===== src/rtl/dma_strobe_pkg.sv =====
`timescale 1ns/1ps
package dma_strobe_pkg;

  typedef enum logic [1:0] {
    KIND_VERIFY = 2'b00,
    KIND_IO2MEM = 2'b01,
    KIND_MEM2IO = 2'b10,
    KIND_SPARE  = 2'b11
  } xferKind_t;

  typedef enum logic [2:0] {
    ST_IDLE,
    ST_ADDR,
    ST_LATCH,
    ST_STROBE,
    ST_RELEASE
  } seqState_t;

  // strobes from control to datapath
  typedef struct packed {
    logic loadXfer;   // capture address and kind
    logic showAddr;   // upper byte on data bus
    logic latchPulse; // address latch strobe
    logic strobeOn;   // transfer strobes active
    logic finish;     // release phase
    logic inXfer;     // any non-idle state
    logic slaveMode;  // register access allowed
    logic wrCapture;  // take a register write this edge
  } seqCtrl_t;

endpackage


===== src/rtl/dma_strobe_ctrl.sv =====
`timescale 1ns/1ps
module dma_strobe_ctrl
  import dma_strobe_pkg::*;
(
  input  logic     clk,
  input  logic     rst,
  input  logic     busGrant,
  input  logic     xferReq,
  input  logic     readyIn,
  input  logic     csN,
  input  logic     iorNIn,
  input  logic     iowNIn,
  output seqCtrl_t ctrl
);

  seqState_t state, stateNext;
  logic wrHeld;
  logic wrCond;
  logic accept;

  assign accept = (state == ST_IDLE) && busGrant && xferReq;
  assign wrCond = !csN && !iowNIn && iorNIn;

  always_comb begin
    stateNext = state;
    unique case (state)
      ST_IDLE:    if (accept) stateNext = ST_ADDR;
      ST_ADDR:    stateNext = ST_LATCH;
      ST_LATCH:   stateNext = ST_STROBE;
      ST_STROBE:  if (readyIn) stateNext = ST_RELEASE;
      ST_RELEASE: stateNext = ST_IDLE;
      default:    stateNext = ST_IDLE;
    endcase
  end

  always_ff @(posedge clk) begin
    if (rst) begin
      state  <= ST_IDLE;
      wrHeld <= 1'b0;
    end else begin
      state  <= stateNext;
      wrHeld <= ctrl.slaveMode && wrCond;
    end
  end

  always_comb begin
    ctrl.loadXfer   = accept;
    ctrl.showAddr   = (state == ST_ADDR) || (state == ST_LATCH);
    ctrl.latchPulse = (state == ST_LATCH);
    ctrl.strobeOn   = (state == ST_STROBE);
    ctrl.finish     = (state == ST_RELEASE);
    ctrl.inXfer     = (state != ST_IDLE);
    ctrl.slaveMode  = !busGrant && (state == ST_IDLE);
    ctrl.wrCapture  = !busGrant && (state == ST_IDLE) && wrCond && !wrHeld;
  end

  AST_LATCH_TO_STROBE: assert property (@(posedge clk) disable iff (rst)
    (state == ST_LATCH) |=> (state == ST_STROBE));

  AST_READY_WAIT: assert property (@(posedge clk) disable iff (rst)
    (state == ST_STROBE && !readyIn) |=> (state == ST_STROBE));

  AST_RELEASE_ONCE: assert property (@(posedge clk) disable iff (rst)
    (state == ST_RELEASE) |=> (state == ST_IDLE));

  AST_GRANT_NEEDED: assert property (@(posedge clk) disable iff (rst)
    (state == ST_IDLE && !busGrant) |=> (state == ST_IDLE));

endmodule


===== src/rtl/dma_strobe_dp.sv =====
`timescale 1ns/1ps
module dma_strobe_dp
  import dma_strobe_pkg::*;
#(
  parameter int DATA_W = 8,
  parameter int SEL_W  = 4
) (
  input  logic                clk,
  input  logic                rst,
  input  seqCtrl_t            ctrl,
  input  logic [1:0]          xferKind,
  input  logic [2*DATA_W-1:0] xferAddr,
  input  logic                csN,
  input  logic                iorNIn,
  input  logic                iowNIn,
  input  logic [SEL_W-1:0]    addrLoIn,
  input  logic [DATA_W-1:0]   dataIn,
  input  logic [DATA_W-1:0]   regRdData,
  output logic                regWrEn,
  output logic [SEL_W-1:0]    regWrSel,
  output logic [DATA_W-1:0]   regWrData,
  output logic [SEL_W-1:0]    regRdSel,
  output logic [DATA_W-1:0]   dataOut,
  output logic                dataOe,
  output logic [SEL_W-1:0]    addrLoOut,
  output logic [DATA_W-SEL_W-1:0] addrMidOut,
  output logic                iorNOut,
  output logic                iowNOut,
  output logic                memrN,
  output logic                memwN,
  output logic                adstb,
  output logic                aen,
  output logic                xferDone
);

  localparam int ADDR_W = 2 * DATA_W;
  localparam int MID_W  = DATA_W - SEL_W;

  logic [ADDR_W-1:0] addrQ;
  xferKind_t         kindQ;
  logic              rdDrive;
  logic              ioToMem;
  logic              memToIo;

  always_ff @(posedge clk) begin
    if (rst) begin
      addrQ     <= '0;
      kindQ     <= KIND_VERIFY;
      regWrEn   <= 1'b0;
      regWrSel  <= '0;
      regWrData <= '0;
    end else begin
      if (ctrl.loadXfer) begin
        addrQ <= xferAddr;
        kindQ <= xferKind_t'(xferKind);
      end
      regWrEn <= ctrl.wrCapture;
      if (ctrl.wrCapture) begin
        regWrSel  <= addrLoIn;
        regWrData <= dataIn;
      end
    end
  end

  assign rdDrive  = ctrl.slaveMode && !csN && !iorNIn && iowNIn;
  assign regRdSel = addrLoIn;

  assign dataOut = ctrl.showAddr ? addrQ[ADDR_W-1:DATA_W] : regRdData;
  assign dataOe  = ctrl.showAddr || rdDrive;

  assign addrLoOut  = addrQ[SEL_W-1:0];
  assign addrMidOut = addrQ[SEL_W +: MID_W];

  assign ioToMem = ctrl.strobeOn && (kindQ == KIND_IO2MEM);
  assign memToIo = ctrl.strobeOn && (kindQ == KIND_MEM2IO);

  assign iorNOut = !ioToMem;
  assign memwN   = !ioToMem;
  assign iowNOut = !memToIo;
  assign memrN   = !memToIo;

  assign adstb    = ctrl.latchPulse;
  assign aen      = ctrl.inXfer;
  assign xferDone = ctrl.finish;

  AST_IO_EXCL: assert property (@(posedge clk) disable iff (rst)
    !(!iorNOut && !iowNOut));

  AST_VERIFY_QUIET: assert property (@(posedge clk) disable iff (rst)
    (kindQ == KIND_VERIFY || kindQ == KIND_SPARE) |->
      (iorNOut && iowNOut && memrN && memwN));

  AST_RD_NOT_IN_XFER: assert property (@(posedge clk) disable iff (rst)
    rdDrive |-> !aen);

  AST_WR_SINGLE: assert property (@(posedge clk) disable iff (rst)
    regWrEn |=> !regWrEn);

  AST_LATCH_ON_BUS: assert property (@(posedge clk) disable iff (rst)
    adstb |-> (dataOe && aen));

  AST_DONE_SINGLE: assert property (@(posedge clk) disable iff (rst)
    xferDone |=> !xferDone);

endmodule


===== src/rtl/dma_strobe_unit.sv =====
`timescale 1ns/1ps
module dma_strobe_unit
  import dma_strobe_pkg::*;
(
  input  logic        clk,
  input  logic        rst,
  input  logic        busGrant,
  input  logic        xferReq,
  input  logic [1:0]  xferKind,
  input  logic [15:0] xferAddr,
  input  logic        readyIn,
  output logic        xferDone,
  input  logic        csN,
  input  logic        iorNIn,
  input  logic        iowNIn,
  input  logic [3:0]  addrLoIn,
  input  logic [7:0]  dataIn,
  output logic        regWrEn,
  output logic [3:0]  regWrSel,
  output logic [7:0]  regWrData,
  output logic [3:0]  regRdSel,
  input  logic [7:0]  regRdData,
  output logic [7:0]  dataOut,
  output logic        dataOe,
  output logic        busOe,
  output logic [3:0]  addrLoOut,
  output logic [3:0]  addrMidOut,
  output logic        iorNOut,
  output logic        iowNOut,
  output logic        memrN,
  output logic        memwN,
  output logic        adstb,
  output logic        aen
);

  seqCtrl_t ctrl;

  dma_strobe_ctrl u_ctrl (
    .clk      (clk),
    .rst      (rst),
    .busGrant (busGrant),
    .xferReq  (xferReq),
    .readyIn  (readyIn),
    .csN      (csN),
    .iorNIn   (iorNIn),
    .iowNIn   (iowNIn),
    .ctrl     (ctrl)
  );

  dma_strobe_dp #(.DATA_W(8), .SEL_W(4)) u_dp (
    .clk        (clk),
    .rst        (rst),
    .ctrl       (ctrl),
    .xferKind   (xferKind),
    .xferAddr   (xferAddr),
    .csN        (csN),
    .iorNIn     (iorNIn),
    .iowNIn     (iowNIn),
    .addrLoIn   (addrLoIn),
    .dataIn     (dataIn),
    .regRdData  (regRdData),
    .regWrEn    (regWrEn),
    .regWrSel   (regWrSel),
    .regWrData  (regWrData),
    .regRdSel   (regRdSel),
    .dataOut    (dataOut),
    .dataOe     (dataOe),
    .addrLoOut  (addrLoOut),
    .addrMidOut (addrMidOut),
    .iorNOut    (iorNOut),
    .iowNOut    (iowNOut),
    .memrN      (memrN),
    .memwN      (memwN),
    .adstb      (adstb),
    .aen        (aen),
    .xferDone   (xferDone)
  );

  assign busOe = busGrant;

  AST_RELEASED_QUIET: assert property (@(posedge clk) disable iff (rst)
    (!busGrant && !aen) |-> (iorNOut && iowNOut && memrN && memwN));

endmodule


===== config.mk =====
export PLATFORM = sky130hd
export DESIGN_NAME = dma_strobe_unit
export DESIGN_NICKNAME = d
export VERILOG_FILES = /design/src/rtl/dma_strobe_pkg.sv /design/src/rtl/dma_strobe_ctrl.sv /design/src/rtl/dma_strobe_dp.sv /design/src/rtl/dma_strobe_unit.sv
export SDC_FILE = /design/constraint.sdc
export NUM_CORES = 1
export LEC_CHECK = 0
export BUFFER_PORTS_ARGS = -buffer_cell sky130_fd_sc_hd__buf_2
export CAP_MARGIN = 0
export CORE_UTILIZATION = 35
export CTS_BUF_LIST = sky130_fd_sc_hd__clkbuf_2
export CTS_CLUSTER_DIAMETER = 120
export DETAILED_ROUTE_END_ITERATION = 8
export SYNTH_ARGS = -nofsm -noshare
export SYNTH_HDL_FRONTEND = slang
export SYNTH_SLANG_ARGS = --single-unit

===== constraint.sdc =====
create_clock -name clk -period 2.5 [get_ports clk]
set_input_delay 0.625 -clock clk [delete_from_list [all_inputs] [get_ports clk]]
set_output_delay 0.625 -clock clk [all_outputs]
set_load 0.005 [all_outputs]

==> metrics.yaml <==
clock_tree:
  htree_num_levels: 2
  cts.sinks: 35
  worst_setup_hold_path_clk_slew_ps: 170
  cts_tree: "done"
  cts_root_buf: "clkbuf_2"
  post_cts_buffers: 0
  cts_buffers: 5
  clk_latency_ps: 350
  cts_max_path_buffers: 2
global_routing:
  antenna_found_initial: 0
  gr-total-overflow: 0
  grt_pass1_vias: 1213
  grt_pass1_wl_um: 5320
  grt_use_total: 0.127
  grt_max_degree: 34
yosys:
  synthArstFlopShare: 0
  yosys_register_bits: 35
  synthFlopType: "dfxtp_1"
  ys_top_cells_by_count: "nand2b_1 (62), dfxtp_1 (35), mux2i_1 (30)"
  yosysTopAreaCellShare: 0.382
  synth-seq-area-share: 0.382
  synth_cell_types: 26
  synth-edff-count: 0
  syn_area_mm2: 0.00183
  synth_nets: 233
  synth_area_leaders: "dfxtp_1 (38%), nand2b_1 (21%), mux2i_1 (16%)"
  ys_warn_count: 0
  synth_area_per_cell_um2: 9.81
  synth_area_leader_cell: "dfxtp_1"
  yosys.cell_count.top_type: "nand2b_1"
  synth_cells: 187
route:
  drc_errors: 0
  via_per_inst: 4.35
  vias: 1415
  first_pass_iters: 4
  wire_per_inst_um: 10.9
  drtAntennaViolNets: 0
  drtIter0Drc: 49
  wl_um: 3540
sta:
  skew_ps: 14.3
  period_needed_ps: 2360
  slew_violations: 0
  setup_ws_ps: 144
  setup_viol: 0
  post-route-period-util: 0.942
  finalHoldViolations: 0
  fin_tns_setup_ps: 0
  max_slew_margin: 0.721
  rsz0062_at_grt: "no"
  clock.fmax_mhz: 424
  worst_pin_slew_ps: 419
die:
  rows: 25
  start_util: 0.376
  coreArea_mm2: 0.00488
  ios: 88
  fp.dieW_um: 74.4
  die_area_mm2: 0.00553
  die_h_um: 74.4
place:
  dp_slack_ps: 375
  io_buffer_count: 87
  place.gp.congestion: 0.642
  hpwl_um: 2540
  dp.cells: 318
worst_setup_path:
  crit_path_end_kind: "output pin"
  rr_startpoint: "u_ctrl.state[2]"
  cp-start-kind: "flop"
  cp.arrival_ps: 1730
  required_ps: 1880
  critical_path_class: "reg -> out"
  crit_start: "u_ctrl.state[2]"
  path_max_fanout: 7
hold_path:
  holdCritStartpoint: "readyIn"
  worst_hold_path_type: "in -> reg"
power_and_ir_drop:
  p_leak_nw: 0.997
  p_total_mw: 1.08
  max-vdd-ir-drop_mv: 0.192
  powerDensity_mw_per_mm2: 483
flow_run:
  maxCapViolations: 0
layout:
  fin_util: 0.460
  drive_above_1_share: 0.430
  finalNetCount: 304
  area_growth_pct: 22.3
  antenna_cells: 0
  fin_cells: 325
status:
  status: "completed"
## kinds of logic (layout without fill, tap and decap cells)
group	Yosys count	in the layout	share of synthesized area
flip-flops	35	35	0.382
XOR/XNOR	1	1	0.00478
AO/OA/AOI/OAI	5	5	0.0171
buffers and inverters	28	99	0.105
AND/OR/NAND/NOR	80	80	0.278
multiplexers	38	38	0.213
## stage by stage
| step | area, µm² | hold slack (ps) |
|---|---|---|
| floorplan | 1830 | 445 |
| CTS | 2240 | 439 |
| finish | 2240 | 460 |
| global placement | 2210 | 456 |
| global route | 2240 | 429 |
| detailed placement | 2210 | 458 |
## final cells by class
type / count / area (µm²)
fill: 507 / 2640
multi-input combinational: 124 / 941
sequential: 35 / 703
timing repair buffer: 91 / 478
tap: 67 / 83.8
clock buffer: 5 / 25.0
clock inverter: 2 / 8.76
inverter: 1 / 3.75
## repair_timing
item | in CTS | in global routing
hold buffers | 0 | 0
setup endpoints to repair | 0 | 7
resized for setup | 0 | 2
hold endpoints to repair | 0 | 0
## registers in the layout, summed over array words and instances, names as in the netlist
name,count
u_dp.regWrEn,1
u_ctrl.wrHeld,1
u_ctrl.state,3
u_dp.regWrSel,4
u_dp.addrQ,16
u_dp.regWrData,8
u_dp.kindQ,2
## layer usage
layer	track usage	wire length [µm]	vias up
met1	0.163	1750	607
met4	0.0629	50	0
met2	0.191	1440	64
met5	0	0	-
met3	0.0420	300	7
li1	-	-	737
## worst max-delay path, stage by stage (launching register included)
cell and delay, ps:
dfxtp_1 400, or3_1 520, o32ai_1 300, buf_2 150
## report_power, final
part	total, mW	internal (mW)	switching, mW
logic	0.236	0.136	0.101
registers	0.602	0.584	0.0180
clock network	0.244	0.0593	0.185
total	1.08	0.779	0.303
## cell usage in the layout (no fill, tap or decap)
cell type / count
buf_2: 87
nand2b_1: 62
dfxtp_1: 33
mux2i_1: 30
mux2_2: 8
clkbuf_2: 5
nor2_1: 4
buf_4: 3
nor3_1: 2
or3_1: 2
nand2_1: 2
nand3b_1: 2
dfxtp_2: 2
inv_1: 1
xnor2_1: 1
nor3b_1: 1
or2_2: 1
o32ai_1: 1
nor2_4: 1
o21ai_0: 1
a31oi_1: 1
a21oi_1: 1
o22ai_1: 1
and2_1: 1
nor4_4: 1
and4_2: 1
clkinv_1: 1
clkinv_2: 1
buf_12: 1
## worst paths after layout
kind	cells after the start	endpoint	slack, ps
setup / recovery	3	dataOe	140
hold / removal	2	u_ctrl.state[1]	460
setup reg to reg	4	u_dp.regWrSel[3]	740
hold reg to reg	2	u_dp.addrQ[0]	480
Note: power is estimated with default switching activity, not from simulation.
